===== src/rtl/stp_pkg.sv =====
package stp_pkg;

  typedef enum logic [2:0] {
    CLS_NORMAL  = 3'b000,
    CLS_ILLEGAL = 3'b001,
    CLS_HALT    = 3'b010,
    CLS_PRIV    = 3'b011
  } ir_class_e;

  typedef enum logic [1:0] {
    SEL_ALU    = 2'b00,
    SEL_AUX    = 2'b01,
    SEL_STATUS = 2'b10,
    SEL_PC     = 2'b11
  } bus_sel_e;

  localparam int unsigned PRIV_OPS = 3;
  localparam logic [15:0] PRIV_OPCODE [PRIV_OPS] = '{16'o000000, 16'o000001, 16'o000005};

endpackage


===== src/rtl/stp_console.sv =====
module stp_console #(
  parameter int unsigned DATA_W   = 16,
  parameter int unsigned ADDR_W   = 18,
  parameter logic [ADDR_W-1:0] PC_ADDR  = 18'o777707,
  parameter logic [ADDR_W-1:0] ST_ADDR  = 18'o777776,
  parameter int unsigned PC_STEP  = 2
) (
  input  logic              clk,
  input  logic              rst_n,
  input  logic [ADDR_W-1:0] con_addr,
  input  logic [DATA_W-1:0] con_wdata,
  input  logic              con_dep,
  input  logic              con_exam,
  input  logic              pc_step,
  input  logic [DATA_W-1:0] status_word,
  output logic [DATA_W-1:0] pc_q,
  output logic              stat_ld,
  output logic [DATA_W-1:0] stat_ld_data,
  output logic [DATA_W-1:0] con_rdata,
  output logic              con_rvalid
);

  localparam logic [DATA_W-1:0] STEP_V = DATA_W'(PC_STEP);

  logic              hit_pc, hit_st;
  logic              pc_en, ld_en, rd_en;
  logic [DATA_W-1:0] pc_d, ld_data_d, rdata_d;
  logic              ld_d;

  always_comb begin
    hit_pc    = (con_addr == PC_ADDR);
    hit_st    = (con_addr == ST_ADDR);
    pc_en     = (con_dep && hit_pc) || pc_step;
    pc_d      = (con_dep && hit_pc) ? con_wdata : pc_q + STEP_V;
    ld_d      = con_dep && hit_st;
    ld_en     = ld_d;
    ld_data_d = con_wdata;
    rd_en     = con_exam;
    if (hit_pc)      rdata_d = pc_q;
    else if (hit_st) rdata_d = status_word;
    else             rdata_d = '0;
  end

  always_ff @(posedge clk or negedge rst_n) begin
    if (!rst_n) begin
      pc_q         <= '0;
      stat_ld      <= 1'b0;
      stat_ld_data <= '0;
      con_rdata    <= '0;
      con_rvalid   <= 1'b0;
    end else begin
      stat_ld    <= ld_d;
      con_rvalid <= con_exam;
      if (pc_en) pc_q         <= pc_d;
      if (ld_en) stat_ld_data <= ld_data_d;
      if (rd_en) con_rdata    <= rdata_d;
    end
  end

endmodule


===== src/rtl/stp_status.sv =====
module stp_status #(
  parameter int unsigned DATA_W = 16,
  parameter int unsigned MODE_W = 3
) (
  input  logic              clk,
  input  logic              rst_n,
  input  logic              ld_strobe,
  input  logic [DATA_W-1:0] ld_data,
  input  logic              halt_enter,
  output logic [MODE_W-1:0] mode_q
);

  logic              strobe_prev;
  logic              ld_rise;
  logic              mode_en;
  logic [MODE_W-1:0] mode_d;

  always_comb begin
    ld_rise = ld_strobe && !strobe_prev;
    mode_en = halt_enter || ld_rise;
    mode_d  = halt_enter ? '0 : ld_data[DATA_W-1 -: MODE_W];
  end

  always_ff @(posedge clk or negedge rst_n) begin
    if (!rst_n) begin
      strobe_prev <= 1'b0;
      mode_q      <= '0;
    end else begin
      strobe_prev <= ld_strobe;
      if (mode_en) mode_q <= mode_d;
    end
  end

endmodule


===== src/rtl/stp_decode.sv =====
module stp_decode
  import stp_pkg::*;
#(
  parameter int unsigned DATA_W = 16
) (
  input  logic              clk,
  input  logic              rst_n,
  input  logic              ir_load,
  input  logic [DATA_W-1:0] ir_in,
  input  logic              halt_enter,
  input  logic              user_mode,
  output logic [DATA_W-1:0] ir_q,
  output ir_class_e         ir_class,
  output logic              illegal
);

  logic              ir_en;
  logic [DATA_W-1:0] ir_d;
  logic              is_halt, is_priv;

  always_comb begin
    ir_en = ir_load || halt_enter;
    ir_d  = halt_enter ? '0 : ir_in;
  end

  always_ff @(posedge clk or negedge rst_n) begin
    if (!rst_n) ir_q <= '0;
    else if (ir_en) ir_q <= ir_d;
  end

  always_comb begin
    is_halt = (ir_q == DATA_W'(PRIV_OPCODE[0]));
    is_priv = 1'b0;
    for (int i = 0; i < PRIV_OPS; i++) begin
      if (ir_q == DATA_W'(PRIV_OPCODE[i])) is_priv = 1'b1;
    end
    if (is_priv && user_mode) ir_class = CLS_ILLEGAL;
    else if (is_halt)         ir_class = CLS_HALT;
    else if (is_priv)         ir_class = CLS_PRIV;
    else                      ir_class = CLS_NORMAL;
    illegal = (ir_class == CLS_ILLEGAL);
  end

endmodule


===== src/rtl/stp_core.sv =====
module stp_core
  import stp_pkg::*;
#(
  parameter int unsigned DATA_W  = 16,
  parameter int unsigned ADDR_W  = 18,
  parameter int unsigned MODE_W  = 3,
  parameter int unsigned CC_W    = 4,
  parameter logic [ADDR_W-1:0] PC_ADDR = 18'o777707,
  parameter logic [ADDR_W-1:0] ST_ADDR = 18'o777776,
  parameter logic [DATA_W-1:0] TRAP_VEC = 16'o000010,
  parameter int unsigned PC_STEP = 2
) (
  input  logic              clk,
  input  logic              rst_n,
  input  logic [ADDR_W-1:0] con_addr,
  input  logic [DATA_W-1:0] con_wdata,
  input  logic              con_dep,
  input  logic              con_exam,
  output logic [DATA_W-1:0] con_rdata,
  output logic              con_rvalid,
  input  logic              pc_step,
  input  logic              ir_load,
  input  logic [DATA_W-1:0] ir_in,
  input  logic              halt_enter,
  input  logic [CC_W-1:0]   cc_in,
  input  logic [DATA_W-1:0] alu_in,
  input  logic [DATA_W-1:0] aux_in,
  input  logic [1:0]        bus_sel,
  output logic [DATA_W-1:0] dbus,
  output logic [MODE_W-1:0] mode_bits,
  output logic              user_mode,
  output logic [2:0]        ir_class,
  output logic              trap_active
);

  localparam int unsigned PAD_W = DATA_W - MODE_W - CC_W;

  logic [1:0]        rst_sync;
  logic              rst_q_n;
  logic [DATA_W-1:0] pc_q, stat_ld_data, status_word, ir_q, sel_bus;
  logic              stat_ld, illegal;
  ir_class_e         cls;

  always_ff @(posedge clk or negedge rst_n) begin
    if (!rst_n) rst_sync <= 2'b00;
    else        rst_sync <= {rst_sync[0], 1'b1};
  end
  assign rst_q_n = rst_sync[1];

  stp_console #(
    .DATA_W(DATA_W), .ADDR_W(ADDR_W), .PC_ADDR(PC_ADDR),
    .ST_ADDR(ST_ADDR), .PC_STEP(PC_STEP)
  ) u_con (
    .clk(clk), .rst_n(rst_q_n), .con_addr(con_addr), .con_wdata(con_wdata),
    .con_dep(con_dep), .con_exam(con_exam), .pc_step(pc_step),
    .status_word(status_word), .pc_q(pc_q), .stat_ld(stat_ld),
    .stat_ld_data(stat_ld_data), .con_rdata(con_rdata), .con_rvalid(con_rvalid)
  );

  stp_status #(.DATA_W(DATA_W), .MODE_W(MODE_W)) u_st (
    .clk(clk), .rst_n(rst_q_n), .ld_strobe(stat_ld), .ld_data(stat_ld_data),
    .halt_enter(halt_enter), .mode_q(mode_bits)
  );

  stp_decode #(.DATA_W(DATA_W)) u_dec (
    .clk(clk), .rst_n(rst_q_n), .ir_load(ir_load), .ir_in(ir_in),
    .halt_enter(halt_enter), .user_mode(user_mode), .ir_q(ir_q),
    .ir_class(cls), .illegal(illegal)
  );

  always_comb begin
    user_mode   = mode_bits[MODE_W-1];
    status_word = {mode_bits, {PAD_W{1'b0}}, cc_in};
    ir_class    = cls;
    trap_active = illegal;
    case (bus_sel_e'(bus_sel))
      SEL_ALU:    sel_bus = alu_in;
      SEL_AUX:    sel_bus = aux_in;
      SEL_STATUS: sel_bus = status_word;
      default:    sel_bus = pc_q;
    endcase
    dbus = trap_active ? TRAP_VEC : sel_bus;
  end

endmodule


===== config.mk =====
export PLATFORM = sky130hd
export DESIGN_NAME = stp_core
export DESIGN_NICKNAME = d
export VERILOG_FILES = /design/src/rtl/stp_pkg.sv /design/src/rtl/stp_console.sv /design/src/rtl/stp_status.sv /design/src/rtl/stp_decode.sv /design/src/rtl/stp_core.sv
export SDC_FILE = /design/constraint.sdc
export NUM_CORES = 1
export LEC_CHECK = 0
export ABC_AREA = 1
export BUFFER_PORTS_ARGS = -buffer_cell sky130_fd_sc_hd__buf_4
export CAP_MARGIN = 20
export CORE_MARGIN = 4
export CORE_UTILIZATION = 44
export DETAILED_ROUTE_END_ITERATION = 10
export PLACE_DENSITY_LB_ADDON = 0.15
export REMOVE_ABC_BUFFERS = 1
export SLEW_MARGIN = 20
export SYNTH_ARGS = -nofsm -noshare
export SYNTH_HDL_FRONTEND = slang
export SYNTH_SLANG_ARGS = --single-unit

===== constraint.sdc =====
create_clock -name clk -period 5.4 [get_ports clk]
set_input_delay 0 -clock clk [delete_from_list [all_inputs] [get_ports clk]]
set_output_delay 0 -clock clk [all_outputs]
set_load 0.01 [all_outputs]

==> impl_metrics.csv, run 1 <==
group,metric,value,unit
route,met1Wirelength,4640,um
yosys,synth.largest_area_cell,"dfrtp_1",
pwr,power_density,234,nW/um2
clock_network,cts_made_buffers,9,
route,wire_per_inst,13.8,um
floorplanning,row_count,33,
route,dr.max_layer_used,"met4",
clock_network,cts_tree,"done",
global_route,antenna_found_initial,0,
clock_network,clk_pin_slew,0.07,ns
yosys,synth_seq_area_share,39.7,%
worst_setup_path,required,5.40,ns
floorplanning,io_pins,136,
floorplanning,die_area,9990,um2
sta,fin_hold_ws,0.00761,ns
hold_path,hp-class,"input pin to register",
layout,layout.nets,769,
yosys,syn_inst,515,
sta,max_slew.worst_pin.slew,0.756,ns
route,met3WireLength,848,um
worst_setup_path,worst-path-max-fanout,17,
route,routed_wl,10800,um
layout,mostFrequentLayoutCell,"nand2_1",
worst_setup_path,rrSetupSlack,3.80,ns
sta,slew_violations,0,
worst_setup_path,crit_buf_inv,2,
route,firstDrtPassIters,4,
sta,worst_clock_skew,0.00941,ns
worst_setup_path,crit_start,"u_dec.ir_q[1]$_DFFE_PN0P_",
worst_setup_path,worstPathCellList,"nor2_1 -> o21ai_0 -> nor2_1 -> nand3_1 -> o21ai_0 -> inv_1 -> buf_4",
clock_network,insertion_delay,0.33,ns
route,drc_errors,0,
worst_setup_path,r2r_end,"u_con.pc_q[15]$_DFFE_PN0P_",
yosys,postSynthAreaPerCell,7.22,um2
sta,setup_viol,0,
clock_network,clk_path_buf_depth,2,
sta,setup_tns,0,ns
yosys,synth_top_cell_area_share,39.7,%
clock_network,cts_resized,0,
route,avgViaCountPerCell,5.02,
worst_setup_path,cp_top_family,"simple AND/OR/NAND/NOR gates",
hold_path,min_to,"u_con.pc_q[11]$_DFFE_PN0P_",
worst_setup_path,r2r_cells,8,
run_status,outcome,"completed",
worst_setup_path,endpoint_kind,"primary output",
clock_network,cts_sinks,59,
worst_setup_path,critPathMaxStageDelay,0.57,ns
layout,layout-drive-gt1-share,28.2,%
layout,final_cell_mix,"140 x nand2_1, 135 x buf_4, 76 x nand3_1",
placed_design,port-buffer-count,134,
run,maxCapViolations,0,
global_route,grt_usage,22.3,%
placed_design,dp_hpwl,8020,um
worst_setup_path,cp_slowest_cell,"nand3_1",
layout,areaGrowthSynthToFinish,42.2,%
pwr,max-vdd-ir-drop,148,uV
worst_setup_path,worstSetupStartpointType,"register",
clock_network,htree_levels,3,
global_route,grt-ovfl-total,0,
yosys,synth.area.top_cells,"dfrtp_1 40%, nand2_1 14%, nand3_1 10%",
global_route,grt_pass1_wl,17700,um
sta,relSlewSlack,49.6,%
worst_setup_path,cp.depth,7,
yosys,synth.distinct_cells,33,
worst_setup_path,r2r-start,"u_con.pc_q[2]$_DFFE_PN0P_",
sta,fin_crit_sh,39.8,%
floorplanning,die_w,99.9,um
yosys,yosysWarnings,0,
floorplanning,core_area,8220,um2
sta,rsz0062_at_grt,"no",
sta,period_minus_slack,2.15,ns
sta,hold_viol,0,
clock_network,clockRootBuffer,"clkbuf_8",
layout,antennaDiodeCount,0,
hold_path,hold_depth,5,
sta,fmax,0.465,GHz
yosys,syn_area,3720,um2
route,wl_met2,5150,um
route,vias,3934,
yosys,yosys_register_bits,59,
worst_setup_path,cp.arrival,2.15,ns
floorplanning,die_h,99.9,um
worst_setup_path,worstSetupPathType,"register to primary output",
global_route,grt_max_degree,58,
placed_design,gp_congestion,0.824,
floorplanning,initial_core_util,45.3,%
hold_path,hp-start,"con_wdata[11]",
route,drtAntennaViolNets,0,
pwr,p_leak,2.82,nW
route,dr.first_iter.drc_count,212,
global_route,grt_pass1_vias,3736,
layout,fin_util,64.4,%
==> per-layer routing <==
metal,vias up,track usage (%)
met5,-,0
met3,19,4.59
met1,1814,29.8
met2,141,36.1
met4,0,7.88
li1,1960,-
==> layout make-up <==
type,instances,area (um2)
sequential,59,1480
clock buffer,12,145
fill,710,2930
clock inverter,4,75.1
multi-input combinational,361,1830
timing repair buffer,169,1350
inverter,73,275
tap,105,131
==> through the flow <==
stage | setup slack (ns) | std cells | area, um2 | power (mW)
after floorplan | 3.64 | 493 | 3580 | 0.648
after global placement | 3.67 | 733 | 4730 | 0.774
after detailed placement | 3.60 | 733 | 4730 | 0.779
after CTS | 3.23 | 783 | 5290 | 1.24
after global routing | 3.02 | 783 | 5290 | 1.31
final | 3.25 | 783 | 5290 | 1.24
==> synth_stat cells <==
| cell | count |
|---|---|
| a21oi_1 | 1 |
| a221oi_1 | 1 |
| a22o_1 | 2 |
| a31oi_1 | 1 |
| buf_12 | 1 |
| buf_2 | 6 |
| buf_4 | 2 |
| buf_6 | 3 |
| clkbuf_1 | 10 |
| clkinv_2 | 1 |
| conb_1 | 2 |
| dfrtp_1 | 59 |
| ha_1 | 1 |
| inv_1 | 69 |
| inv_2 | 3 |
| nand2_1 | 140 |
| nand2_2 | 13 |
| nand2_4 | 1 |
| nand3_1 | 76 |
| nand3_2 | 11 |
| nand3_4 | 2 |
| nand4_1 | 13 |
| nor2_1 | 27 |
| nor2_2 | 6 |
| nor2_4 | 3 |
| nor2_8 | 1 |
| nor3_1 | 1 |
| o211ai_1 | 10 |
| o21ai_0 | 39 |
| o21ai_1 | 1 |
| or2_1 | 1 |
| xnor2_1 | 1 |
| xor2_1 | 7 |
==> logic make-up (layout without fill, tap and decap cells) <==
family	count (synthesis)	after routing	synth area share, %
simple gates	295	295	38.4
flops	59	59	39.7
buf+inv	95	258	11.1
xor+xnor	8	8	1.88
fa+ha+maj	1	1	0.336
other cells	2	2	0.202
compound gates	55	55	8.41
==> state kept, by name (all words and copies together), names as in the netlist <==
signal	cells
u_con.pc_q	16
u_con.con_rvalid	1
u_st.mode_q	3
u_con.con_rdata	16
u_con.stat_ld	1
u_st.strobe_prev	1
u_con.stat_ld_data	3
u_dec.ir_q	16
rst_sync	2
==> worst min-delay path, stage by stage <==
cell and delay, ns:
buf_4 0.08, inv_1 0.03, nand4_1 0.08, nand3_1 0.07
nand2_1 0.05
==> timing repair <==
action | in CTS | in global routing
hold buffers | 34 | 0
buffers inserted | 0 | 0
endpoints found under the hold margin | 40 | 0
==> report_power, final <==
part / switching (mW) / internal (mW) / total (mW)
clock network: 0.171 / 0.273 / 0.444
logic: 0.138 / 0.137 / 0.274
registers: 0.0482 / 0.472 / 0.520
total: 0.357 / 0.881 / 1.24
==> worst max path at each step <==
stage | slack, ns | to
global placement | 3.67 | dbus[13]
CTS | 3.23 | dbus[13]
floorplan | 3.64 | u_con.con_rdata[0]$_DFFE_PN0P_
finish | 3.25 | dbus[13]
global route | 3.02 | dbus[13]
detailed placement | 3.60 | dbus[13]
(Power assumes the default switching activity.)
==> run 2: changes to the inputs <==
- ABC_AREA: 1 -> 0
- clock period: 5.4 -> 2.06 ns (I/O delays scaled with it)
==> impl_metrics.csv, run 2 <==
group,metric,value,unit
run_status,outcome,"finished with violations",
run_status,failed_checks,"setup timing",
pwr,p_total,3.34,mW
sta,worst_clock_skew,0.00913,ns
pwr,max-vdd-ir-drop,468,uV
layout,layout-drive-gt1-share,42.1,%
route,routed_wl,9330,um
worst_setup_path,cp_slowest_cell,"or4_1",
global_route,grt_max_degree,32,
clock_network,insertion_delay,0.34,ns
layout,final_cell_mix,"125 x buf_4, 58 x dlygate4sd3_1, 58 x dfrtp_1",
yosys,ys.flop_type,"dfrtp_1",
yosys,synth_top_cell_area_share,47.4,%
sta,max_slew.worst_pin.slew,0.611,ns
clock_network,cts_tree,"done",
layout,areaGrowthSynthToFinish,67.2,%
sta,relSlewSlack,59.3,%
route,avgViaCountPerCell,5.12,
worst_setup_path,worstPathCellList,"or4_1 -> a2111o_1 -> nor3_4 -> buf_6 -> and2b_1 -> buf_6",
global_route,grt_pass1_vias,3111,
route,dr.first_iter.drc_count,93,
layout,fill_cells,503,
clock_network,cts_made_buffers,9,
route,vias,2959,
worst_setup_path,worst-path-max-fanout,5,
hold_path,hold_depth,3,
worst_setup_path,worstSetupStartpointType,"register",
sta,fin_hold_ws,0.0851,ns
run,maxCapViolations,0,
layout,final_cells,578,
global_route,grt_pass1_wl,15200,um
floorplanning,die_w,92.1,um
worst_setup_path,cp.depth,6,
yosys,syn_area,3110,um2
global_route,antenna_found_initial,0,
layout,antennaDiodeCount,0,
sta,fmax,0.430,GHz
worst_setup_path,required,2.06,ns
worst_setup_path,cp.arrival,2.33,ns
global_route,grt-ovfl-total,0,
sta,slew_violations,0,
layout,mostFrequentLayoutCell,"buf_4",
yosys,synth.distinct_cells,36,
worst_setup_path,cp_common_cell,"buf_6",
placed_design,place_inst,499,
yosys,synth.area.top_cells,"dfrtp_1 47%, mux2i_1 9.0%, mux2_2 7.2%",
floorplanning,initial_core_util,45.6,%
layout,fin_area,5210,um2
worst_setup_path,cp_top_family,"simple AND/OR/NAND/NOR gates",
worst_setup_path,critPathMaxStageDelay,0.53,ns
route,wire_per_inst,16.1,um
worst_setup_path,r2r_cells,5,
sta,rsz0062_at_grt,"yes",
sta,setup_viol,19,
worst_setup_path,worstSetupPathType,"register to primary output",
layout,largestRegisters,"u_con.con_rdata x16, u_con.pc_q x16, u_dec.ir_q x16",
yosys,synth_edf_count,0,
yosys,yosysWarnings,0,
clock_network,clk_path_buf_depth,2,
global_route,grt_usage,23.0,%
pwr,power_density,642,nW/um2
floorplanning,io_pins,136,
route,drtAntennaViolNets,0,
hold_path,hp-class,"input pin to register",
yosys,synth_common_cells,"59 x dfrtp_1, 41 x nor2_1, 28 x mux2i_1, 20 x mux2_2",
yosys,synth.largest_area_cell,"dfrtp_1",
placed_design,dp_hpwl,6500,um
layout,layout.nets,573,
clock_network,htree_levels,3,
floorplanning,row_count,30,
floorplanning,die_area,8490,um2
yosys,synth_seq_area_share,47.4,%
placed_design,dpl_cell_area,4220,um2
placed_design,gp_congestion,0.789,
route,firstDrtPassIters,4,
clock_network,cts_sinks,59,
pwr,p_leak,2.63,nW
floorplanning,die_h,92.1,um
route,drc_errors,0,
placed_design,port-buffer-count,134,
yosys,syn_inst,280,
sta,period_minus_slack,2.33,ns
sta,setup_ws,-0.267,ns
yosys,yosysMostFrequentCell,"dfrtp_1",
clock_network,clockRootBuffer,"clkbuf_8",
yosys,synthArstFlopShare,100,%
worst_setup_path,endpoint_kind,"primary output",
sta,hold_viol,0,
yosys,postSynthAreaPerCell,11.1,um2
sta,fin_crit_sh,113,%
floorplanning,core_area,6830,um2
worst_setup_path,crit_buf_inv,2,
clock_network,clk_pin_slew,0.06,ns
yosys,yosys_register_bits,59,
sta,setup_tns,-4.30,ns
-- run 2: cell types whose count changed after synthesis, moves of 14 or more --
cell,previous run,this run
inv_1,69,4
mux2_2,0,20
mux2i_1,0,28
nand2_1,140,8
nand3_1,76,4
nor2_1,27,41
o21ai_0,39,0
-- run 2: cell type report --
cell class                      count  area (um2)  area share, %
Clock buffer                       12         145           2.79
Timing Repair Buffer              204        1770           34.0
Sequential cell                    59        1480           28.4
Multi-Input combinational cell    198        1600           30.7
Clock inverter                      4        75.1           1.44
Tap cell                           96         120           2.31
Inverter                            5        18.8          0.360
-- run 2: logic make-up after synthesis --
group / synth area share [%]
XOR/XNOR: 3.94
buffers and inverters: 3.33
AO/OA/AOI/OAI: 6.75
adder cells (fa/ha/maj): 0.402
multiplexers: 21.3
AND/OR/NAND/NOR: 16.6
flip-flops: 47.4
other: 0.241
-- run 2: worst paths after layout --
path                                           start                              end  slack (ns)
setup reg to reg           u_con.pc_q[1]$_DFFE_PN0P_       u_con.pc_q[15]$_DFFE_PN0P_        0.25
max in group asynchronous      rst_sync[1]$_DFF_PN0_  u_con.con_rdata[10]$_DFFE_PN0P_        1.18
hold reg to reg                rst_sync[1]$_DFF_PN0_        u_dec.ir_q[6]$_DFFE_PN0P_        0.28
setup / recovery           u_dec.ir_q[5]$_DFFE_PN0P_                         dbus[14]       -0.27
hold / removal                               pc_step        u_con.pc_q[2]$_DFFE_PN0P_        0.09
min in group asynchronous      rst_sync[1]$_DFF_PN0_        u_dec.ir_q[6]$_DFFE_PN0P_        0.28
-- run 2: tightest hold or removal path, stage by stage --
cell,delay [ns]
buf_4,0.11
mux2_2,0.14
mux2_2,0.13
-- run 2: report_power, final --
group          internal [mW]  switching, mW
combinational          0.492          0.315
clock                  0.715          0.446
sequential              1.25          0.128
-- run 2: metal layers --
metal	global-route usage, %	wire length (um)	share of wire (%)
met1	29.2	3830	41
met4	9.16	159	1.7
met5	0	0	0
met2	37.5	4590	49
met3	5.91	753	8.1
-- run 2: per-stage QoR --
stage,setup WS [ns],util (%)
2_1_floorplan,0.166,-
3_3_place_gp,0.109,61.8
3_5_place_dp,0.0748,61.8
4_1_cts,-0.254,75.2
5_1_grt,-0.334,76.2
6_report,-0.267,76.2
-- run 2: timing repair --
action	in CTS	in global routing
setup buffers	3	2
gates resized for setup	22	16
endpoints found under the hold margin	46	0
pin swaps	5	7
endpoints found under the setup margin	19	19
hold buffers	58	0
